`src/rtl/seq_guard_pkg.sv`:
```
package seq_guard_pkg;

  typedef enum logic {
    WIN_IDLE = 1'b0,
    WIN_OPEN = 1'b1
  } win_state_e;

  typedef struct packed {
    logic pre;
    logic resp;
    logic trig;
  } ev_t;

endpackage

```
`src/rtl/seq_guard_satcnt.sv`:
```
module seq_guard_satcnt #(
  parameter int W = 4
) (
  input  logic         clk,
  input  logic         rst,
  input  logic         load_one,
  input  logic         inc,
  output logic [W-1:0] count
);
  localparam logic [W-1:0] MAXV = {W{1'b1}};
  localparam logic [W-1:0] ONE  = {{(W-1){1'b0}}, 1'b1};

  always_ff @(posedge clk) begin
    if (rst) begin
      count <= '0;
    end else if (load_one) begin
      count <= ONE;
    end else if (inc && count != MAXV) begin
      count <= count + ONE;
    end
  end

  assert_sat_hold_R5: assert property (@(posedge clk) disable iff (rst)
    (!load_one && count == MAXV) |=> count == MAXV);
endmodule

```
`src/rtl/seq_guard_gate.sv`:
```
module seq_guard_gate
  import seq_guard_pkg::*;
(
  input  logic clk,
  input  logic rst,
  input  ev_t  ev,
  input  logic repeat_mode,
  output logic bad_trig
);
  logic licence_q;
  logic licence_d;

  assign bad_trig = ev.trig && !licence_q;

  always_comb begin
    licence_d = licence_q;
    if (ev.trig && repeat_mode) licence_d = 1'b0;
    if (ev.pre) licence_d = 1'b1;
  end

  always_ff @(posedge clk) begin
    if (rst) licence_q <= 1'b0;
    else     licence_q <= licence_d;
  end

  assert_consume_R2: assert property (@(posedge clk) disable iff (rst)
    (ev.trig && repeat_mode && !ev.pre) |=> !licence_q);
  assert_keep_R3: assert property (@(posedge clk) disable iff (rst)
    (licence_q && !repeat_mode) |=> licence_q);
  assert_grant_R9: assert property (@(posedge clk) disable iff (rst)
    ev.pre |=> licence_q);
endmodule

```
`src/rtl/seq_guard_window.sv`:
```
module seq_guard_window
  import seq_guard_pkg::*;
#(
  parameter int DEADLINE = 12,
  parameter int CNT_W    = $clog2(DEADLINE + 1) + 1
) (
  input  logic clk,
  input  logic rst,
  input  ev_t  ev,
  output logic expired,
  output logic overlap
);
  localparam logic [CNT_W-1:0] LIMIT = CNT_W'(DEADLINE);

  win_state_e      state_q;
  win_state_e      state_d;
  logic [CNT_W-1:0] elapsed;
  logic            open_w;

  assign open_w  = (state_q == WIN_OPEN);
  assign expired = open_w && !ev.resp && (elapsed == LIMIT);
  assign overlap = open_w && ev.pre && !ev.resp && !expired;

  always_comb begin
    state_d = state_q;
    if (ev.pre)                    state_d = WIN_OPEN;
    else if (ev.resp || expired)   state_d = WIN_IDLE;
  end

  always_ff @(posedge clk) begin
    if (rst) state_q <= WIN_IDLE;
    else     state_q <= state_d;
  end

  seq_guard_satcnt #(.W(CNT_W)) u_cnt (
    .clk      (clk),
    .rst      (rst),
    .load_one (ev.pre),
    .inc      (open_w),
    .count    (elapsed)
  );

  assert_window_bound_R5: assert property (@(posedge clk) disable iff (rst)
    open_w |-> (elapsed >= 1 && elapsed <= LIMIT));
  assert_close_on_resp_R4: assert property (@(posedge clk) disable iff (rst)
    (open_w && ev.resp && !ev.pre) |=> state_q == WIN_IDLE);
  assert_close_on_expiry_R5: assert property (@(posedge clk) disable iff (rst)
    (expired && !ev.pre) |=> state_q == WIN_IDLE);
  assert_idle_resp_R8: assert property (@(posedge clk) disable iff (rst)
    (!open_w && ev.resp && !ev.pre) |=> state_q == WIN_IDLE);
endmodule

```
`src/rtl/seq_guard.sv`:
```
module seq_guard
  import seq_guard_pkg::*;
#(
  parameter int DEADLINE = 12
) (
  input  logic clk,
  input  logic rst,
  input  logic pre_done_i,
  input  logic resp_done_i,
  input  logic trig_i,
  input  logic repeat_i,
  output logic viol_o,
  output logic err_o
);
  ev_t  ev;
  logic bad_trig;
  logic expired;
  logic overlap;
  logic breach;

  assign ev.pre  = pre_done_i;
  assign ev.resp = resp_done_i;
  assign ev.trig = trig_i;

  seq_guard_gate u_gate (
    .clk         (clk),
    .rst         (rst),
    .ev          (ev),
    .repeat_mode (repeat_i),
    .bad_trig    (bad_trig)
  );

  seq_guard_window #(.DEADLINE(DEADLINE)) u_win (
    .clk     (clk),
    .rst     (rst),
    .ev      (ev),
    .expired (expired),
    .overlap (overlap)
  );

  assign breach = bad_trig | expired | overlap;

  always_ff @(posedge clk) begin
    if (rst) begin
      viol_o <= 1'b0;
      err_o  <= 1'b0;
    end else begin
      viol_o <= breach;
      err_o  <= err_o | breach;
    end
  end

  assert_sticky_R7: assert property (@(posedge clk) disable iff (rst)
    err_o |=> err_o);
  assert_pulse_sets_err_R7: assert property (@(posedge clk) disable iff (rst)
    viol_o |-> err_o);
  assert_bad_trig_R1: assert property (@(posedge clk) disable iff (rst)
    bad_trig |=> viol_o);
endmodule

```
`config.mk`:
```
export PLATFORM = sky130hd
export DESIGN_NAME = seq_guard
export DESIGN_NICKNAME = d
export VERILOG_FILES = /design/src/rtl/seq_guard_pkg.sv /design/src/rtl/seq_guard_satcnt.sv /design/src/rtl/seq_guard_gate.sv /design/src/rtl/seq_guard_window.sv /design/src/rtl/seq_guard.sv
export SDC_FILE = /design/constraint.sdc
export NUM_CORES = 1
export LEC_CHECK = 0
export BUFFER_PORTS_ARGS = -buffer_cell sky130_fd_sc_hd__buf_2
export CAP_MARGIN = 10
export CELL_PAD_IN_SITES_DETAIL_PLACEMENT = 0
export CELL_PAD_IN_SITES_GLOBAL_PLACEMENT = 2
export CORE_MARGIN = 8
export CORE_UTILIZATION = 32
export CTS_BUF_LIST = sky130_fd_sc_hd__clkbuf_2
export DETAILED_ROUTE_END_ITERATION = 10
export PLACE_DENSITY_LB_ADDON = 0.1
export SYNTH_ARGS = -nofsm -noshare
export SYNTH_HDL_FRONTEND = slang
export SYNTH_SLANG_ARGS = --single-unit
```
`constraint.sdc`:
```
create_clock -name clk -period 1.9 [get_ports clk]
set_clock_uncertainty 0.15 [all_clocks]
set_input_delay 0.19 -clock clk [delete_from_list [all_inputs] [get_ports clk]]
set_output_delay 0.19 -clock clk [all_outputs]
set_load 0.1 [all_outputs]
```
==> metrics.md <==
| Metric | Value |
|---|---|
| Worst-Margin Slew | `0.4895 ns` |
| Metal3 WL | `around 65 microns` |
| Fin worst setup slack | `about 0.16 ns` |
| Initial antenna violation count | `0` |
| Post-synthesis mux area share | `about 7.1%` |
| Total number of vias | `320` |
| Hold slack | `between 0.08 and 0.09 ns` |
| Worst r2r dst | `u_win.u_cnt.count[3]` |
| Reg clk slew, reported paths | `~0.09 ns` |
| Seq/Total Area, Yosys | `about 43%` |
| Final period demand of the worst path | `around 1.7 ns` |
| Critical path arrival | `~1.7 ns` |
| Crit path kind | `register to register` |
| Wirelength, routed | `a little over 800 microns` |
| Worst Setup SP | `u_win.u_cnt.count[0]` |
| YS warnings | `0` |
| Final Max Slew Viols | `0` |
| Worst hold path type | `input port to register` |
| Final setup fails | `0` |
| Most frequent cell after synthesis | `dfxtp_1` |
| Top cells by area, synth | `dfxtp_1, ha_1, mux2i_1, a21oi_1, nor3_1` |
| Ys flop type | `dfxtp_1` |
| Die area | `roughly 0.0027 sq mm` |
| RSZ-0062 raised after global routing | `false` |
| Post-synthesis xor/xnor area fraction | `between 4 and 5%` |
| Final hold violation count | `0` |
| Synth area leader | `dfxtp_1` |
| Yosys top cell area share | `between 40% and 50%` |
| Fill count | `136` |
| Compound-Gate Fraction of Synth Area | `8.580%` |
| Number of buffers created by CTS | `3` |
| Mapped Cells | `45` |
| Worst Hold Launch | `pre_done_i` |
| Post-CTS Resized | `0` |
| # Post-CTS Setup Buffers | `0` |
| Largest family of logic cells by synthesized area | `simple AND/OR/NAND/NOR gates` |
| GP Congestion | `about 0.7` |
| Synthesized net count | `54` |
| Core ar. | `~0.0013 sq mm` |
| DR vias/cell | `between 4 and 5` |
| First-pass DRT Iterations | `4` |
| Worst relative slew slack | `approximately 68%` |
| Gr ovfl total | `0` |
| Number of diodes | `0` |
| Clock Tree Buf Depth | `2` |
| Max-cap violations | `0` |
| Starting Density | `between 30% and 40%` |
| Vias in the first global route | `309` |
| Global-route wire length before repair | `about 1.3 mm` |
| Clock latency on the worst-skew pair | `roughly 0.24 ns` |
| F_max | `between 500 and 600 MHz` |
| Residual DRC count | `0` |
| Final worst-path cycle share | `between 90% and 100%` |
| Crit path max fanout | `4` |
| Leak | `between 0.2 and 0.25 nW` |
| Post-DP HPWL | `around 660 microns` |
| Pre-CTS WS | `~0.16 ns` |
| Setup_tns | `0 ns` |
| Status | `completed` |
| Fin nets | `64` |
| Synth Area in Simple Gates | `a little over a fifth` |
| Antenna viol nets, final | `0` |
| Critical path required time | `1.88 ns` |
| Synthesized area | `approximately 420 sq um` |
| I/O pins | `8` |
| GRT Total Usage | `roughly 6.7%` |
| Top post-synthesis cells by count | `dfxtp_1, a21oi_1, inv_1` |
| Crit path to | `u_win.u_cnt.count[3]` |
| Distinct cell type count after synthesis | `22` |
| Maximum VDD drop | `0.3508 mV` |
| Fin util | `~38%` |
| Adder-cell share of the synthesized area | `around 9%` |
| Placed Cells | `65` |
| Initial DRC count | `8` |
| Port Buffers | `7` |
| Wire per inst | `12.03 microns` |
| Met2 routed WL | `about 380 microns` |
| Fin cells | `69` |
| Largest net degree at the start of global routing | `11` |
| Clk sinks | `9` |
| R2r worst-path depth | `6` |
| Share of layout cells above drive strength 1 | `between 20% and 30%` |
| Setup crit end kind | `register` |
| Top sig layer | `met3` |
| M1 WL | `approximately 380 microns` |
| Reg2reg setup slack | `between 0.15 and 0.2 ns` |
| PwrDens | `797.8 mW/mm^2` |
| Die width | `52.36 microns` |
| CTS tree | `done` |
| Worst Setup Start Kind | `register` |
| Post-CTS Hold Fix Bufs | `0` |
| EDFF count, synth | `0` |
| Rows | `13` |
| Mean Syn Cell Area | `9.398 sq um` |
| Root buffer cell | `clkbuf_2` |
| Die Y | `52.36 microns` |
| Synth Register Bits | `9` |
| FFs w/ async S/R, synth | `0%` |
| Clock H-tree levels | `1` |
| Reg-to-Reg Start | `u_win.u_cnt.count[0]` |
| P&R area growth vs syn | `13.61%` |
-- critical path: stages (launching register included) --
cell and delay, ns:
dfxtp_1 0.35, ha_1 0.22, and3_1 0.19, ha_1 0.18, and2b_2 0.27, nand4_1 0.13
mux2i_1 0.14
-- through the flow --
step           instance area (sq um)  power, mW
3_5_place_dp                   460.4     0.2697
3_3_place_gp                   460.4     0.2675
6_report                       480.5     0.3833
2_1_floorplan                  422.9     0.2570
5_1_grt                        480.5     0.4060
4_1_cts                        480.5     0.3917
-- metal layers --
metal  up-vias  global-route usage (%)
met1       140                   8.199
met2         8                   8.893
li1        172                       -
met5         -                       0
met3         0                   5.398
met4         0                   1.293
-- flip-flops by register name, summed over array words and instances (netlist names) --
register           flops
u_win.u_cnt.count      5
viol_o                 1
u_gate.licence_q       1
err_o                  1
u_win.open_w           1
-- worst min-delay path by stage --
| stage | end | slack [ns] | cells past startpoint |
|---|---|---|---|
| final | u_win.u_cnt.count[2] | 0.08 | 2 |
| after floorplan | viol_o | 0.21 | 2 |
| after CTS | u_win.u_cnt.count[2] | 0.06 | 2 |
| after global routing | u_win.u_cnt.count[2] | 0.08 | 2 |
| after detailed placement | u_gate.licence_q | 0.32 | 2 |
| after global placement | err_o | 0.30 | 2 |
-- cell families (layout without fill, tap and decap cells) --
logic type | Yosys count | count (layout)
DFF | 9 | 9
adders and majority gates | 3 | 3
muxes | 3 | 3
AOI/OAI and AO/OA | 6 | 6
xor gates and xnor gates | 2 | 2
buffers and inverters | 6 | 15
and+or+nand+nor | 16 | 16
-- report_power, final --
group | total, mW | internal [mW] | switching, mW
clock | 0.119 | 0.0560 | 0.0628
combinational | 0.0616 | 0.0186 | 0.0430
sequential | 0.203 | 0.197 | 0.00572
total | 0.383 | 0.272 | 0.111
-- area by class of cell --
type                       instances  area (sq um)  share of cell area (%)
multi-input combinational         30         211.5                   44.01
timing repair buffer               7         35.03                   7.292
sequential                         9         180.2                   37.50
clock buffer                       4         20.02                   4.167
tap                               15         18.77                   3.906
inverter                           4         15.01                   3.125
-- placed cells by master, fill, tap and decap left out --
cell type	n
clkbuf_2	4
nor3_1	3
a21bo_1	1
nand2_1	2
nand3b_1	1
dfxtp_1	9
or3_1	1
buf_2	7
a31oi_1	1
nor2b_1	1
nor2_1	3
nand4b_1	1
xor2_1	1
xnor2_1	1
nand4_1	1
inv_1	4
mux2i_1	3
and2b_2	1
ha_1	3
nand2b_1	1
and3_1	1
a21oi_1	4
(Power assumes the default switching activity.)
